**src/rtl/spi_ras_pkg.sv**
```systemverilog
package spi_ras_pkg;

    typedef enum logic [2:0] {
        ST_IDLE,
        ST_CMD,
        ST_FETCH,
        ST_DATA,
        ST_COMMIT,
        ST_REJECT
    } ras_state_e;

endpackage

```
**src/rtl/spi_ras_sync.sv**
```systemverilog
module spi_ras_sync #(
    parameter int              W       = 3,
    parameter int              STAGES  = 2,
    parameter logic [W-1:0]    RST_VAL = '0
) (
    input  logic         clk,
    input  logic         rst_n,
    input  logic [W-1:0] din,
    output logic [W-1:0] dout
);

    for (genvar g = 0; g < W; g++) begin : g_bit
        logic [STAGES-1:0] chain;
        always_ff @(posedge clk or negedge rst_n) begin
            if (!rst_n) begin
                chain <= {STAGES{RST_VAL[g]}};
            end else begin
                chain <= {chain[STAGES-2:0], din[g]};
            end
        end
        assign dout[g] = chain[STAGES-1];
    end

endmodule

```
**src/rtl/spi_ras_bit_engine.sv**
```systemverilog
module spi_ras_bit_engine #(
    parameter int DATA_W = 8,
    parameter int CNT_W  = 6
) (
    input  logic              clk,
    input  logic              rst_n,
    input  logic              sclk_s,
    input  logic              cs_n_s,
    input  logic              mosi_s,
    input  logic              tx_load,
    input  logic [DATA_W-1:0] tx_data,
    output logic              frame_start,
    output logic              frame_end,
    output logic              byte_done,
    output logic [DATA_W-1:0] rx_byte,
    output logic [CNT_W-1:0]  bit_count,
    output logic              miso
);

    localparam int              BIT_W    = (DATA_W > 1) ? $clog2(DATA_W) : 1;
    localparam logic [BIT_W-1:0] LAST_BIT = BIT_W'(DATA_W - 1);

    logic              sclk_d;
    logic              cs_n_d;
    logic              sclk_rise;
    logic              sclk_fall;
    logic              active;
    logic [DATA_W-1:0] rx_q;
    logic [DATA_W-1:0] tx_q;
    logic [BIT_W-1:0]  bit_in_byte;
    logic              miso_q;

    assign sclk_rise   = sclk_s & ~sclk_d;
    assign sclk_fall   = ~sclk_s & sclk_d;
    assign frame_start = ~cs_n_s & cs_n_d;
    assign frame_end   = cs_n_s & ~cs_n_d;
    assign active      = ~cs_n_s;
    assign rx_byte     = {rx_q[DATA_W-2:0], mosi_s};
    assign byte_done   = active & sclk_rise & (bit_in_byte == LAST_BIT);
    assign miso        = miso_q & active;

    always_ff @(posedge clk or negedge rst_n) begin
        if (!rst_n) begin
            sclk_d <= 1'b0;
            cs_n_d <= 1'b1;
        end else begin
            sclk_d <= sclk_s;
            cs_n_d <= cs_n_s;
        end
    end

    always_ff @(posedge clk or negedge rst_n) begin
        if (!rst_n) begin
            rx_q        <= '0;
            tx_q        <= '0;
            bit_in_byte <= '0;
            bit_count   <= '0;
            miso_q      <= 1'b0;
        end else if (frame_start) begin
            rx_q        <= '0;
            tx_q        <= '0;
            bit_in_byte <= '0;
            bit_count   <= '0;
            miso_q      <= 1'b0;
        end else if (frame_end) begin
            miso_q <= 1'b0;
        end else if (active) begin
            if (sclk_rise) begin
                rx_q        <= rx_byte;
                bit_in_byte <= (bit_in_byte == LAST_BIT) ? '0 : bit_in_byte + 1'b1;
                if (bit_count != '1) begin
                    bit_count <= bit_count + 1'b1;
                end
            end
            if (tx_load) begin
                tx_q <= tx_data;
            end else if (sclk_fall) begin
                miso_q <= tx_q[DATA_W-1];
                tx_q   <= {tx_q[DATA_W-2:0], 1'b0};
            end
        end
    end

endmodule

```
**src/rtl/spi_ras_lane_map.sv**
```systemverilog
module spi_ras_lane_map #(
    parameter int ADDR_W   = 7,
    parameter int LANES    = 3,
    parameter int NUM_REGS = 16
) (
    input  logic [ADDR_W-1:0]       base,
    output logic [LANES*ADDR_W-1:0] lane_addr,
    output logic [LANES-1:0]        lane_impl
);

    localparam logic [ADDR_W:0] NUM_V = (ADDR_W+1)'(NUM_REGS);

    for (genvar g = 0; g < LANES; g++) begin : g_lane
        logic [ADDR_W-1:0] addr;
        assign addr                          = base + ADDR_W'(g);
        assign lane_addr[g*ADDR_W +: ADDR_W] = addr;
        assign lane_impl[g]                  = ({1'b0, addr} < NUM_V);
    end

endmodule

```
**src/rtl/spi_reg_access_slave.sv**
```systemverilog
module spi_reg_access_slave
    import spi_ras_pkg::*;
#(
    parameter int ADDR_W      = 7,
    parameter int DATA_W      = 8,
    parameter int NUM_REGS    = 16,
    parameter int DATA_BYTES  = 3,
    parameter int SYNC_STAGES = 2
) (
    input  logic                         clk,
    input  logic                         rst_n,
    input  logic                         spi_sclk,
    input  logic                         spi_cs_n,
    input  logic                         spi_mosi,
    output logic                         spi_miso,
    output logic [ADDR_W-1:0]            rd_addr,
    input  logic [DATA_W-1:0]            rd_data,
    output logic [DATA_BYTES-1:0]        wr_en,
    output logic [DATA_BYTES*ADDR_W-1:0] wr_addr,
    output logic [DATA_BYTES*DATA_W-1:0] wr_data,
    output logic                         frame_err,
    output logic                         err_sticky
);

    localparam int SHORT_BITS = 2 * DATA_W;
    localparam int LONG_BITS  = (DATA_BYTES + 1) * DATA_W;
    localparam int CNT_W      = $clog2(LONG_BITS + 2);
    localparam int IDX_W      = (DATA_BYTES > 1) ? $clog2(DATA_BYTES) : 1;
    localparam logic [IDX_W-1:0] IDX_LAST  = IDX_W'(DATA_BYTES - 1);
    localparam logic [CNT_W-1:0] CNT_SHORT = CNT_W'(SHORT_BITS);
    localparam logic [CNT_W-1:0] CNT_LONG  = CNT_W'(LONG_BITS);

    logic       sclk_s, cs_n_s, mosi_s;
    logic       frame_start, frame_end, byte_done;
    logic [DATA_W-1:0] rx_byte;
    logic [CNT_W-1:0]  bit_count;
    logic       tx_load;
    logic [DATA_W-1:0] tx_data;

    ras_state_e state_q, state_d, end_state;

    logic                               dir_q;
    logic [ADDR_W-1:0]                  ptr_q;
    logic [IDX_W-1:0]                   idx_q;
    logic                               long_q;
    logic [DATA_BYTES-1:0][DATA_W-1:0]  shadow_q;
    logic [DATA_BYTES-1:0]              lane_impl;
    logic                               rd_impl;
    logic                               frame_ok;
    logic                               frame_long;

    spi_ras_sync #(
        .W       (3),
        .STAGES  (SYNC_STAGES),
        .RST_VAL (3'b010)
    ) u_sync (
        .clk   (clk),
        .rst_n (rst_n),
        .din   ({spi_mosi, spi_cs_n, spi_sclk}),
        .dout  ({mosi_s, cs_n_s, sclk_s})
    );

    spi_ras_bit_engine #(
        .DATA_W (DATA_W),
        .CNT_W  (CNT_W)
    ) u_engine (
        .clk         (clk),
        .rst_n       (rst_n),
        .sclk_s      (sclk_s),
        .cs_n_s      (cs_n_s),
        .mosi_s      (mosi_s),
        .tx_load     (tx_load),
        .tx_data     (tx_data),
        .frame_start (frame_start),
        .frame_end   (frame_end),
        .byte_done   (byte_done),
        .rx_byte     (rx_byte),
        .bit_count   (bit_count),
        .miso        (spi_miso)
    );

    spi_ras_lane_map #(
        .ADDR_W   (ADDR_W),
        .LANES    (DATA_BYTES),
        .NUM_REGS (NUM_REGS)
    ) u_lanes (
        .base      (ptr_q),
        .lane_addr (wr_addr),
        .lane_impl (lane_impl)
    );

    // Read lane chosen by the current data-byte index
    always_comb begin
        rd_addr = wr_addr[ADDR_W-1:0];
        rd_impl = lane_impl[0];
        for (int i = 1; i < DATA_BYTES; i++) begin
            if (idx_q == IDX_W'(i)) begin
                rd_addr = wr_addr[i*ADDR_W +: ADDR_W];
                rd_impl = lane_impl[i];
            end
        end
    end

    assign tx_load    = (state_q == ST_FETCH);
    assign tx_data    = rd_impl ? rd_data : '0;
    assign frame_ok   = (bit_count == CNT_SHORT) || (bit_count == CNT_LONG);
    assign frame_long = (bit_count == CNT_LONG);
    assign wr_data    = shadow_q;

    // Where a frame goes when chip select is released
    always_comb begin
        if (!frame_ok) begin
            end_state = ST_REJECT;
        end else if (dir_q) begin
            end_state = ST_COMMIT;
        end else begin
            end_state = ST_IDLE;
        end
    end

    // Next-state logic
    always_comb begin
        state_d = state_q;
        unique case (state_q)
            ST_IDLE: begin
                if (frame_start) state_d = ST_CMD;
            end
            ST_CMD: begin
                if (frame_end)      state_d = end_state;
                else if (byte_done) state_d = ST_FETCH;
            end
            ST_FETCH: begin
                if (frame_end) state_d = end_state;
                else           state_d = ST_DATA;
            end
            ST_DATA: begin
                if (frame_end)                          state_d = end_state;
                else if (byte_done && idx_q < IDX_LAST) state_d = ST_FETCH;
            end
            ST_COMMIT, ST_REJECT: begin
                state_d = frame_start ? ST_CMD : ST_IDLE;
            end
            default: state_d = ST_IDLE;
        endcase
    end

    // State register
    always_ff @(posedge clk or negedge rst_n) begin
        if (!rst_n) state_q <= ST_IDLE;
        else        state_q <= state_d;
    end

    // Frame datapath: command capture, shadow buffer, frame length
    always_ff @(posedge clk or negedge rst_n) begin
        if (!rst_n) begin
            dir_q    <= 1'b0;
            ptr_q    <= '0;
            idx_q    <= '0;
            long_q   <= 1'b0;
            shadow_q <= '0;
        end else begin
            if (frame_start) begin
                idx_q  <= '0;
                long_q <= 1'b0;
            end
            if (state_q == ST_CMD && byte_done && !frame_end) begin
                dir_q <= rx_byte[DATA_W-1];
                ptr_q <= rx_byte[ADDR_W-1:0];
            end
            if (state_q == ST_DATA && byte_done && !frame_end) begin
                shadow_q[idx_q] <= rx_byte;
                if (idx_q < IDX_LAST) idx_q <= idx_q + 1'b1;
            end
            if (frame_end) begin
                long_q <= frame_long;
            end
        end
    end

    // Outputs from state
    always_comb begin
        wr_en     = '0;
        frame_err = 1'b0;
        unique case (state_q)
            ST_COMMIT: begin
                for (int i = 0; i < DATA_BYTES; i++) begin
                    wr_en[i] = lane_impl[i] && (i == 0 || long_q);
                end
            end
            ST_REJECT: frame_err = 1'b1;
            default: ;
        endcase
    end

    always_ff @(posedge clk or negedge rst_n) begin
        if (!rst_n)                    err_sticky <= 1'b0;
        else if (state_q == ST_REJECT) err_sticky <= 1'b1;
    end

endmodule

```
**config.mk**
```make
export PLATFORM = sky130hd
export DESIGN_NAME = spi_reg_access_slave
export DESIGN_NICKNAME = d
export VERILOG_FILES = /design/src/rtl/spi_ras_pkg.sv /design/src/rtl/spi_ras_sync.sv /design/src/rtl/spi_ras_bit_engine.sv /design/src/rtl/spi_ras_lane_map.sv /design/src/rtl/spi_reg_access_slave.sv
export SDC_FILE = /design/constraint.sdc
export NUM_CORES = 1
export LEC_CHECK = 0
export BUFFER_PORTS_ARGS = -buffer_cell sky130_fd_sc_hd__clkbuf_2
export CORE_MARGIN = 4
export CORE_UTILIZATION = 55
export DETAILED_ROUTE_END_ITERATION = 6
export MAX_ROUTING_LAYER = met4
export PLACE_DENSITY = 0.79
export SLEW_MARGIN = 20
export SYNTH_ARGS = -nofsm -noshare
export SYNTH_HDL_FRONTEND = slang
export SYNTH_HIERARCHICAL = 1
export SYNTH_SLANG_ARGS = --single-unit
```
**constraint.sdc**
```tcl
create_clock -name clk -period 3.26 [get_ports clk]
set_clock_uncertainty 0.2 [all_clocks]
set_input_delay 0.163 -clock clk [delete_from_list [all_inputs] [get_ports clk]]
set_output_delay 0.163 -clock clk [all_outputs]
set_load 0.01 [all_outputs]
```
==> results.md <==
- Status: completed
- Number of fill cells in the layout: 542
- Async set-reset flop share out of synthesis: 1.00
- Min cycle time layout: 2.87 ns
- Tot GR Track Use: 0.201
- Multi-input gate area: roughly 1800 um2
- Max Used Layer: met4
- Via-to-Cell Ratio: 5.58
- Height of the die: 92.0 um
- Post-synthesis sequential area ratio: 0.466
- Drt pass-1 iters: 4
- Post-Route WL: 7750 um
- Total power draw: 2.02 mW
- Metal2 WL: 3570 um
- N_diodes: 0
- DRT antenna net count: 0
- Syn Nets: 364
- Critical Path Source Type: register
- CP Capture Type: register
- Lkg Pwr: 2.15 nW
- Critical Path AT: 2.94 ns
- RD Place Congestion: around 0.88
- WL met3: 442 um
- Hold Slack: roughly 0.09 ns
- Row count: 30
- Global-route wire length before repair: 13300 um
- Post-synthesis cell count: 342
- TritonCTS clock tree: built
- Drt initial violations: roughly 180
- CORE AREA: roughly 6800 um2
- Final slew viol count: 0
- Total gr overflow: 0
- Pin count of the biggest net entering global routing: 39
- Reg area: 1810 um2
- Clock Latency Late Sink: 0.35 ns
- Post-synth top area cell: dfrtp_1
- Area share of the largest cell type after synthesis: 0.445
- Seq cells post-synth: 72
- Top_reg_cell synth: dfrtp_1
- Initial Utilization: 0.567
- Layout cells sized above 1: 0.361
- Setup TNS: 0 ns
- # DRC: 0
- Max-cap viol count: 0
- Syn avg cell area: 11.3 um2
- Tightest Hold Check Type: in -> reg
- Distinct cells, synth: 55
- Synth area leaders: dfrtp_1, mux2_2, mux2i_1, buf_4, ha_1
- DR vias: around 2800
- Area Overhead vs Synth: 14.4%
- Max VDD drop: 0.357 mV
- Mapped Area: between 3000 and 4000 um2
- # nets final: 424
- Final Setup Violations: 0
- Vias in the first global route: approximately 2700
- CTS Sinks: 72
- Reg2Reg Setup Slack: 0.39 ns
- Clock transition at path regs: 0.07 ns
- Drt wl/cell: 15.4 um
- Worst EP required: 3.33 ns
- Relative slew slack: 0.476
- Initial antenna violation count: 0
- Worst slew pin tran: ~0.79 ns
- Root buf cell: clkbuf_8
- CTS Buffer Depth: 2
- DP HPWL: 5520 um
- Die ar.: 8450 um2
- CTS Buf Count: 9
- Fmax achieved: 348 MHz
- RSZ-0062 raised after global routing: false
- Final WS setup: 0.387 ns
- Wl on met1: 3610 um
- # port buffers: 70
- PD cells: around 450 nW/um2
- Crit share post-route: 0.881
- Ports: slightly above 70
- Dpl ws: 0.435 ns
- CP Class: reg -> reg
- Die width: 92.0 um
- EDFF count, synth: 0
- # H-tree levels: 3
- Fin. Hold Viols: 0
- CP max FO: 8
- CTS resizes: 0
- Syn. warnings: 6
[critical path: stages, from the launching register on]
cell and delay (ns):
dfrtp_1 0.46, ha_1 0.34, a311oi_1 0.34, a41oi_1 0.07, o22ai_1 0.21, mux2i_1 0.10
mux2i_1 0.49, and2_1 0.20, and4bb_2 0.21, a21oi_1 0.04, o21ai_0 0.14
[registers in the layout, indices dropped and copies added, names as in the netlist]
name	cells
u_engine/rx_q	7
wr_data	24
u_sync/g_bit.chain	6
u_engine/bit_count	6
dir_q	1
u_engine/miso_q	1
u_engine/bit_in_byte	3
state_q	3
u_engine/cs_n_d	1
long_q	1
u_engine/tx_q	8
u_engine/sclk_d	1
idx_q	2
ptr_q	7
err_sticky	1
[power breakdown]
group	internal, mW	leakage [nW]	switching [mW]	total [mW]
combinational	0.126	1.09	0.126	0.251
clock	0.357	0.0968	0.339	0.696
sequential	0.968	0.959	0.102	1.07
[cells in the final DEF, fill, tap and decap left out, types with 4 or more instances in the layout]
cell           netlist  layout
a211oi_1             8       8
a21oi_1             10      10
and2_1              10      10
and3_1               5       5
buf_4               16       4
clkbuf_2             0      69
clkbuf_8             0       9
dfrtp_1             69      69
dlygate4sd3_1        0       4
ha_1                 9       9
inv_1               10      10
mux2_2              39      39
mux2i_1             18      18
nand2_1             15      15
nand2b_1             9       9
nand3_1              5       5
nor2_1              13      13
nor2b_1             14      14
o21ai_0             14      14
xnor2_1              5       5
xor2_1               5       5
[cell type report]
class	count	share of cell area
inverters	10	0.00846
flip-flops and latches	72	0.407
repair buffers	79	0.0993
well taps	96	0.0271
clock inverters	6	0.0155
multi-input cells	230	0.414
clock buffers	10	0.0288
[logic make-up after synthesis]
logic type,count (synthesis),share of synthesized area
xor+xnor,10,0.0226
compound gates,53,0.0904
flops,72,0.466
simple gates,98,0.160
fa+ha+maj,9,0.0291
mux,60,0.171
buf+inv,40,0.0607
[metal layers]
metal / up-vias / track usage
met5: - / -
met4: 0 / 0.0854
met3: 12 / 0.0287
met2: 93 / 0.301
met1: 1370 / 0.276
li1: 1330 / -
[cells in the mapped netlist (2+ instances only)]
cell and number:
a211oi_1 8, mux2i_1 18, buf_4 16, o22ai_1 2, nor4_1 2, and2_1 10
nor2b_1 14, nor2_1 13, nor4b_1 2, mux2_4 3, and3_1 5, xnor2_1 5
nor3b_1 3, ha_1 9, nand4_1 3, o21ai_0 14, mux2_2 39, a311oi_1 2
inv_1 10, nand2b_1 9, nand4_4 3, a211o_1 2, dfstp_2 3, buf_2 8
and2b_2 2, a31oi_1 3, nor3_1 2, a22oi_1 2, a21oi_1 10, nand3_1 5
buf_6 2, xor2_1 5, nand2_1 15, dfrtp_1 69, clkbuf_1 4
[per-stage QoR]
stage,utilization,area (um2),cells
after floorplan,-,3880,342
after global routing,0.649,4440,503
after global placement,0.615,4200,483
final,0.649,4440,503
after CTS,0.649,4440,503
after detailed placement,0.615,4200,483
[worst paths after layout]
check | end | startpoint | cells after the start
worst max-delay path | u_engine/tx_q[0] | ptr_q[1] | 10
worst min-delay path | u_engine/tx_q[4] | rd_data[4] | 5
worst max register to register | u_engine/tx_q[0] | ptr_q[1] | 10
worst min register to register | u_sync/g_bit[1].chain[1] | u_sync/g_bit[1].chain[0] | 0
max in group asynchronous | err_sticky | rst_n | 3
min in group asynchronous | u_sync/g_bit[2].chain[0] | rst_n | 2
[repair_timing]
action	CTS	global route
endpoints found under the setup margin	0	0
buffers inserted	0	0
hold endpoints to repair	34	0
hold buffers	4	0
No activity file was read; power rests on OpenSTA's default activity.
